[src/rtl/adc_result_ctrl.sv]
module adc_result_ctrl #(
  parameter int DW = 16
) (
  input  logic          clk,
  input  logic          rst_n,
  input  logic          conv_done,
  input  logic [DW-1:0] conv_data,
  input  logic          ovr_overwrite,
  input  logic          dma_en,
  input  logic          cpu_rd,
  input  logic          dma_ack,
  input  logic          seq_end_evt,
  input  logic          smp_end_evt,
  input  logic          ready_evt,
  input  logic          wdog_evt,
  input  logic [4:0]    flag_clr,
  input  logic [4:0]    irq_en,
  output logic [DW-1:0] result,
  output logic          eoc,
  output logic [4:0]    flags,
  output logic          dma_req,
  output logic          irq
);
  localparam int F_OVR = 3;

  logic       consumed, ovr_evt, take;
  logic [4:0] set_vec;

  assign consumed = cpu_rd | dma_ack;
  assign ovr_evt  = conv_done & eoc & ~consumed;
  assign take     = conv_done & (~ovr_evt | ovr_overwrite);
  assign set_vec  = {wdog_evt, ovr_evt, ready_evt, smp_end_evt, seq_end_evt};

  always_ff @(posedge clk) begin
    if (!rst_n) begin
      result  <= '0;
      eoc     <= 1'b0;
      flags   <= '0;
      dma_req <= 1'b0;
      irq     <= 1'b0;
    end else begin
      if (take) result <= conv_data;

      if (conv_done)     eoc <= 1'b1;
      else if (consumed) eoc <= 1'b0;

      if (!dma_en || ovr_evt)                dma_req <= 1'b0;
      else if (conv_done && !flags[F_OVR])   dma_req <= 1'b1;
      else if (consumed)                     dma_req <= 1'b0;

      flags <= (flags & ~flag_clr) | set_vec;
      irq   <= |(flags & irq_en);
    end
  end
endmodule

[config.mk]
export PLATFORM = sky130hd
export DESIGN_NAME = adc_result_ctrl
export DESIGN_NICKNAME = d
export VERILOG_FILES = /design/src/rtl/adc_result_ctrl.sv
export SDC_FILE = /design/constraint.sdc
export NUM_CORES = 1
export LEC_CHECK = 0
export BUFFER_PORTS_ARGS = -buffer_cell sky130_fd_sc_hd__buf_2
export CAP_MARGIN = 20
export CELL_PAD_IN_SITES_DETAIL_PLACEMENT = 1
export CELL_PAD_IN_SITES_GLOBAL_PLACEMENT = 1
export CORE_MARGIN = 2
export CORE_UTILIZATION = 30
export CTS_BUF_LIST = sky130_fd_sc_hd__clkbuf_8
export DETAILED_ROUTE_END_ITERATION = 7
export GPL_ROUTABILITY_DRIVEN = 1
export PLACE_DENSITY = 0.89
export SYNTH_ARGS = -nofsm -noshare
export SYNTH_HDL_FRONTEND = slang
export SYNTH_SLANG_ARGS = --single-unit
[constraint.sdc]
create_clock -name clk -period 1.3 [get_ports clk]
set_clock_uncertainty 0.05 [all_clocks]
set_input_delay 0.26 -clock clk [delete_from_list [all_inputs] [get_ports clk]]
set_output_delay 0.26 -clock clk [all_outputs]
set_load 0.02 [all_outputs]
==> results.sh, run 1 <==
export IMPL_cts_buffer_depth=2
export IMPL_critPathMaxFanout=4
export IMPL_report_final_slew_viol_count=0
export IMPL_post_route_period_util=0.937
export IMPL_grt_max_degree=41
export IMPL_synth_top_area_frac=0.497
export IMPL_ys_seq_area_frac=0.497
export IMPL_dp_hpwl_mm=2.21
export IMPL_cts_root_buf="clkbuf_8"
export IMPL_slew_headroom=0.835
export IMPL_clk_pin_slew_ps=80
export IMPL_avgSynthCellArea_um2=9.66
export IMPL_hold_violations=0
export IMPL_crit_required_ps=990
export IMPL_clock_sinks=24
export IMPL_drc_errors=0
export IMPL_synth_area_leaders="dfxtp_1, mux2i_1, nand2_1"
export IMPL_yosysWarningCount=0
export IMPL_avgRoutedWirePerCell_um=14.0
export IMPL_n_antenna_cell=0
export IMPL_arrival_ps=910
export IMPL_cts_tree="done"
export IMPL_finalSetupTns_ps=0
export IMPL_p_leak_uw=0.000719
export IMPL_powerDensity_nw_per_um2=1250
export IMPL_cts_buffers=3
export IMPL_vias=930
export IMPL_ctsHoldBuffers=0
export IMPL_clk_latency_ps=260
export IMPL_drv_cap=0
export IMPL_crit_buf_inv=1
export IMPL_synthArstFlopShare=0
export IMPL_initial_core_util=0.316
export IMPL_worst_pin_slew_ps=247
export IMPL_rsz0062_at_grt="no"
export IMPL_netlist_cell_type_count=17
export IMPL_die_w_um=60.7
export IMPL_nNetsFinal=199
export IMPL_grt_util_all_layers=0.160
export IMPL_hold_path_class="primary input to register"
export IMPL_viasPerCell=4.54
export IMPL_fin_crit_ps=1220
export IMPL_num_rows=20
export IMPL_ys_ff_latch=24
export IMPL_routed_wl_mm=2.87
export IMPL_drt_iter0_drc=16
export IMPL_ant_nets=0
export IMPL_netlist_area_um2=966
export IMPL_cts_resized=0
export IMPL_syn_num_nets=137
export IMPL_irDropWorstVdd_uv=499
export IMPL_status="finished, final reports clean"
export IMPL_postCtsSetupRepairBufs=0
export IMPL_grt_pass1_vias=975
export IMPL_core_um2=3050
export IMPL_die_h_um=60.7
export IMPL_fmax_mhz=821
export IMPL_critPathMaxStageDelay_ps=430
export IMPL_path_cells="buf_2"
export IMPL_first_pass_iters=4
export IMPL_cp_top_family="flip-flops"
export IMPL_antenna_found_initial=0
export IMPL_syn_instance_count=100
export IMPL_end_kind="output pin"
export IMPL_final_core_util=0.458
export IMPL_gp_congestion=0.703
export IMPL_crit_slowest_cell="dfxtp_1"
export IMPL_drive_gt1_frac=0.429
export IMPL_synth_flop_cell="dfxtp_1"
export IMPL_synth_top_area_cell="dfxtp_1"
export IMPL_synthTopCellsByCount="nand2_1, dfxtp_1, mux2i_1, nor2b_1, o21a_1"
export IMPL_dieArea_um2=3690
export IMPL_syn2layout_area_growth_pct=44.7
export IMPL_io_pins=61
export IMPL_fill_cells=395
export IMPL_grt_pass1_wl_mm=4.25
export IMPL_yosysMostFrequentCell="nand2_1"
export IMPL_grt_ovfl_total=0
export IMPL_setup_violations=0
export IMPL_numPortBuffers=60
export IMPL_ctsHtreeMaxLevel=1
export IMPL_synth_edf_count=0
export IMPL_critical_path_class="register to output pin"
export IMPL_critPathLaunchType="register"
[metrics by stage]
stage / setup slack (ps) / hold WS (ps) / total power, µW / instance area, µm² / cells
3_3_place_gp: 212 / 392 / 1100 / 1330 / 201
6_report: 81.9 / 156 / 1750 / 1400 / 205
3_5_place_dp: 113 / 397 / 1120 / 1330 / 201
4_1_cts: 70.6 / 151 / 1770 / 1400 / 205
2_1_floorplan: 126 / 334 / 985 / 966 / 100
5_1_grt: 52.1 / 162 / 1820 / 1400 / 205
[worst paths after layout]
check / start / end / slack [ps] / depth (start not counted)
max: eoc / eoc / 80 / 1
max reg2reg: eoc / result[10] / 220 / 3
min: smp_end_evt / flags[1] / 160 / 2
min reg2reg: result[8] / result[8] / 410 / 2
[cells in the final DEF (no fill, tap or decap)]
master / count
a21boi_0: 1
a21oi_1: 1
a222oi_1: 1
a22oi_1: 1
a2bb2oi_1: 1
a31oi_4: 1
and3_2: 1
buf_12: 2
buf_2: 60
bufinv_16: 1
clkbuf_8: 3
dfxtp_1: 24
inv_1: 2
mux2i_1: 16
nand2_1: 33
nor2_4: 1
nor2b_1: 6
nor3_1: 1
o21a_1: 5
[state kept, by name, indices dropped and copies added (netlist names)]
register and count:
result 16, irq 1, dma_req 1, flags 5, eoc 1
[per-layer routing]
layer  track usage  vias to the layer above  routed length, µm
li1              -                      454                  -
met3        0.0362                        8                202
met5             0                        -                  0
met1         0.156                      426               1020
met2         0.309                       42               1580
met4        0.0839                        0                 68
[where the power goes]
group	switching, µW	internal (µW)
Sequential	25.4	781
Clock	235	411
Combinational	161	131
Total	422	1320
[final cells by class]
cell class,instances,area [µm²],share of cell area
clock inverters,1,30.0,0.0215
clock buffers,3,41.3,0.0295
multi-input cells,69,443,0.317
repair buffers,62,340,0.244
well taps,44,55.1,0.0394
inverters,2,7.51,0.00537
flip-flops and latches,24,480,0.344
[cells by family (layout without fill, tap and decap cells)]
| family | after synthesis | after routing | share of synthesized area |
|---|---|---|---|
| AO/OA/AOI/OAI | 11 | 11 | 0.101 |
| flip-flops | 24 | 24 | 0.497 |
| buffers and inverters | 7 | 68 | 0.0440 |
| AND/OR/NAND/NOR | 42 | 42 | 0.192 |
| multiplexers | 16 | 16 | 0.166 |
Power figures use the tool's default switching activity.
==> run 2, diff against run 1 <==
PLACE_DENSITY = not set   (was 0.89)
PLACE_DENSITY_LB_ADDON = 0.15   (was not set)
==> run 2 against run 1 <==
Against the previous run:
- worst setup slack gained 32 ps
- sequential cell count is the same
- combinational power decreased by 2%
- die area is the same
- critical endpoint unchanged
- largest cell class unchanged
- via count shrank 0.43%
- critical path depth is the same
- non-clock buffer count unchanged
- register-to-register slack improved by 30 ps
- fmax grew 2.7%
- critical path type unchanged
==> results.sh, run 2 (synthesis gave the netlist of run 1 again) <==
export IMPL_grt_max_degree=41
export IMPL_postCtsSetupRepairBufs=0
export IMPL_r2r_start="eoc"
export IMPL_dp_hpwl_mm=1.87
export IMPL_final_common_cell="buf_2"
export IMPL_die_w_um=60.7
export IMPL_largest_reg_flops=16
export IMPL_regArea_um2=480
export IMPL_power_internal_uw=1180
export IMPL_crit_buf_inv=1
export IMPL_syn2layout_area_growth_pct=43.0
export IMPL_numPortBuffers=60
export IMPL_power_switching_uw=416
export IMPL_cts_resized=0
export IMPL_r2r_cells=3
export IMPL_rsz0062_at_grt="no"
export IMPL_top_regs="result (16), flags (5)"
export IMPL_path_cells="buf_2"
export IMPL_powerDensity_nw_per_um2=1160
export IMPL_grt_pass1_wl_mm=3.96
export IMPL_die_h_um=60.7
export IMPL_clk_pin_slew_ps=80
export IMPL_fmax_mhz=843
export IMPL_cts_root_buf="clkbuf_8"
export IMPL_irDropWorstVdd_uv=552
export IMPL_p_comb_frac=0.178
export IMPL_core_um2=3050
export IMPL_seqPwrFrac=0.504
export IMPL_io_pins=61
export IMPL_ctsHtreeMaxLevel=1
export IMPL_setup_violations=0
export IMPL_final_core_util=0.452
export IMPL_hold_path_class="primary input to register"
export IMPL_status="finished, final reports clean"
export IMPL_drive_gt1_frac=0.429
export IMPL_n_antenna_cell=0
export IMPL_mostFrequentLayoutCells="buf_2, nand2_1, dfxtp_1"
export IMPL_first_pass_iters=4
export IMPL_post_route_period_util=0.913
export IMPL_drv_cap=0
export IMPL_top_register="result"
export IMPL_critPathMaxStageDelay_ps=410
export IMPL_crit_required_ps=990
export IMPL_nNetsFinal=199
export IMPL_drc_errors=0
export IMPL_drt_iter0_drc=29
export IMPL_routed_wl_mm=2.35
export IMPL_p_leak_uw=0.000712
export IMPL_critPathLaunchType="register"
export IMPL_avgRoutedWirePerCell_um=11.5
export IMPL_hold_end="flags[1]"
export IMPL_ctsHoldBuffers=0
export IMPL_cp_top_family="flip-flops"
export IMPL_grt_pass1_vias=943
export IMPL_hold_violations=0
export IMPL_grt_util_all_layers=0.145
export IMPL_whs_path_depth=2
export IMPL_clk_latency_ps=270
export IMPL_p_clk_frac=0.317
export IMPL_initial_core_util=0.316
export IMPL_cts_buffer_depth=2
export IMPL_clock_sinks=24
export IMPL_end_kind="output pin"
export IMPL_worst_pin_slew_ps=299
export IMPL_arrival_ps=880
export IMPL_slew_headroom=0.801
export IMPL_finalSetupTns_ps=0
export IMPL_rr_endpoint="result[15]"
export IMPL_vias=926
export IMPL_r2r_setup_slack_ps=250
export IMPL_grt_ovfl_total=0
export IMPL_crit_slowest_cell="dfxtp_1"
export IMPL_cts_buffers=3
export IMPL_multi_input_area_um2=443
export IMPL_min_delay_start="smp_end_evt"
export IMPL_num_rows=20
export IMPL_dieArea_um2=3690
export IMPL_report_final_slew_viol_count=0
export IMPL_cts_tree="done"
export IMPL_swShare=0.260
export IMPL_viasPerCell=4.52
export IMPL_gp_congestion=0.652
export IMPL_fill_cells=408
export IMPL_antenna_found_initial=0
export IMPL_ant_nets=0
export IMPL_fin_crit_ps=1190
export IMPL_critPathMaxFanout=4
export IMPL_hold_worst_slack_ps=149
export IMPL_critical_path_class="register to output pin"
==> run 2: cell count changes in the layout (fill, tap and decap cells not counted) <==
cell       delta
bufinv_16     -1
clkbuf_8      +1
==> run 2: final cells by class <==
class,instances,area share
clock buffer,4,0.0399
inverter,2,0.00543
multi-input combinational,69,0.321
sequential,24,0.348
tap,44,0.0399
timing repair buffer,62,0.246
==> run 2: layer usage <==
layer / share of wire / wire [µm] / vias to the layer above / GRT usage
li1: - / - / 451 / -
met1: 0.40 / 943 / 435 / 0.169
met4: 0.014 / 34 / 0 / 0.0652
met3: 0.075 / 175 / 4 / 0.0277
met2: 0.51 / 1200 / 36 / 0.258
met5: 0 / 0 / - / 0
==> run 2: stage by stage <==
stage	power, µW	setup slack, ps	cell area [µm²]	cells
finish	1600	114	1380	205
floorplan	985	126	966	100
global placement	1100	195	1330	201
global route	1690	71.1	1380	205
detailed placement	1120	154	1330	201
CTS	1620	104	1380	205
==> run 2: how the worst max path moves through the flow <==
stage | start | end | cells after the start
global placement | dma_ack | result[12] | 5
detailed placement | cpu_rd | result[1] | 5
global route | eoc | eoc | 1
CTS | eoc | eoc | 1
floorplan | eoc | result[10] | 3
finish | eoc | eoc | 1
==> run 2: power groups by stage <==
stage | registers, µW | logic, µW | clock network (µW)
2_1_floorplan | 879 | 106 | 0
3_5_place_dp | 824 | 291 | 0
5_1_grt | 813 | 315 | 559
6_report | 806 | 285 | 507
3_3_place_gp | 821 | 282 | 0
4_1_cts | 808 | 291 | 521
==> run 3, diff against run 2 <==
ABC_CLOCK_PERIOD_IN_PS = 1300   (was not set)
MAX_ROUTING_LAYER = met4   (was not set)
==> run 3 against run 2 <==
Against the previous run:
- sequential share of layout area did not move
- largest cell class unchanged
- largest power group unchanged
- global-route usage rose by 0.42 points
- core utilization did not move
- highest routed layer unchanged
- critical path depth did not move
- via count rose by 0.22%
- clock power barely moved
- sequential power barely moved
==> results.sh, run 3 (synthesis gave the netlist of run 1 again) <==
export IMPL_vias=928
export IMPL_fmax_mhz=843
export IMPL_mostFrequentLayoutCells="buf_2, nand2_1, dfxtp_1"
export IMPL_n_antenna_cell=0
export IMPL_crit_buf_inv=1
export IMPL_nNetsFinal=199
export IMPL_io_pins=61
export IMPL_hold_violations=0
export IMPL_clock_sinks=24
export IMPL_ctsHtreeMaxLevel=1
export IMPL_status="finished, final reports clean"
export IMPL_placed_cells=201
export IMPL_drv_cap=0
export IMPL_largest_reg_flops=16
export IMPL_syn2layout_area_growth_pct=43.0
export IMPL_dieArea_um2=3690
export IMPL_grt_max_degree=41
export IMPL_top_regs="result (16), flags (5)"
export IMPL_post_route_period_util=0.913
export IMPL_finalNonFillerCells=205
export IMPL_setup_violations=0
export IMPL_end_kind="output pin"
export IMPL_clk_pin_slew_ps=80
export IMPL_numPortBuffers=60
export IMPL_initial_core_util=0.316
export IMPL_p_leak_uw=0.000712
export IMPL_critical_path_class="register to output pin"
export IMPL_grt_pass1_wl_mm=3.97
export IMPL_path_cells="buf_2"
export IMPL_critPathMaxFanout=4
export IMPL_drc_errors=0
export IMPL_powerDensity_nw_per_um2=1160
export IMPL_cts_resized=0
export IMPL_num_rows=20
export IMPL_cts_buffers=3
export IMPL_critPathLaunchType="register"
export IMPL_antenna_found_initial=0
export IMPL_irDropWorstVdd_uv=552
export IMPL_dp_hpwl_mm=1.87
export IMPL_regArea_um2=480
export IMPL_final_common_cell="buf_2"
export IMPL_report_final_slew_viol_count=0
export IMPL_worst_pin_slew_ps=299
export IMPL_routed_wl_mm=2.35
export IMPL_final_core_util=0.452
export IMPL_grt_pass1_vias=944
export IMPL_cts_tree="done"
export IMPL_ant_nets=0
export IMPL_core_um2=3050
export IMPL_gp_congestion=0.658
export IMPL_fin_crit_ps=1190
export IMPL_die_w_um=60.7
export IMPL_first_pass_iters=4
export IMPL_postCtsSetupRepairBufs=0
export IMPL_die_h_um=60.7
export IMPL_viasPerCell=4.53
export IMPL_top_register="result"
export IMPL_crit_required_ps=990
export IMPL_grt_ovfl_total=0
export IMPL_avgRoutedWirePerCell_um=11.4
export IMPL_clk_latency_ps=270
export IMPL_ctsHoldBuffers=0
export IMPL_cp_top_family="flip-flops"
export IMPL_critPathMaxStageDelay_ps=410
export IMPL_grt_util_all_layers=0.150
export IMPL_multi_input_area_um2=443
export IMPL_arrival_ps=880
export IMPL_slew_headroom=0.801
export IMPL_cts_root_buf="clkbuf_8"
export IMPL_finalSetupTns_ps=0
export IMPL_fill_cells=408
export IMPL_crit_slowest_cell="dfxtp_1"
export IMPL_drt_iter0_drc=26
export IMPL_hold_path_class="primary input to register"
export IMPL_rsz0062_at_grt="no"
export IMPL_drive_gt1_frac=0.429
export IMPL_cts_buffer_depth=2
## run 3: cell counts in the layout (fill, tap and decap cells not counted)
Identical to the previous run, type by type.
## run 3: final timing paths
| check | startpoint | to | slack, ps | depth (start not counted) |
|---|---|---|---|---|
| worst max-delay path | eoc | eoc | 110 | 1 |
| worst min-delay path | smp_end_evt | flags[1] | 150 | 2 |
| worst max register to register | eoc | result[15] | 250 | 3 |
| worst min register to register | result[12] | result[12] | 410 | 2 |
## run 3: routing by layer
layer	global-route usage	vias to the layer above	part of all wire
li1	-	451	-
met1	0.165	437	0.39
met2	0.261	36	0.52
met3	0.0277	4	0.075
met4	0.0652	0	0.014
met5	-	-	0
## run 3: through the flow
| stage | area (µm²) | power, µW | hold WS, ps | setup WS [ps] |
|---|---|---|---|---|
| finish | 1380 | 1600 | 149 | 114 |
| global route | 1380 | 1690 | 150 | 71.1 |
| CTS | 1380 | 1620 | 148 | 104 |
| detailed placement | 1330 | 1120 | 401 | 154 |
| global placement | 1330 | 1100 | 391 | 195 |
| floorplan | 966 | 985 | 334 | 126 |
## run 3: cell type report
cell class | count | share of cell area
Multi-Input combinational cell | 69 | 0.321
Clock buffer | 4 | 0.0399
Sequential cell | 24 | 0.348
Tap cell | 44 | 0.0399
Inverter | 2 | 0.00543
Timing Repair Buffer | 62 | 0.246
## run 3: power by group
group | switching, µW | internal [µW] | total [µW] | leakage [µW]
Combinational | 154 | 131 | 285 | 0.000485
Clock | 237 | 271 | 507 | 0.0000288
Sequential | 24.6 | 781 | 806 | 0.000199
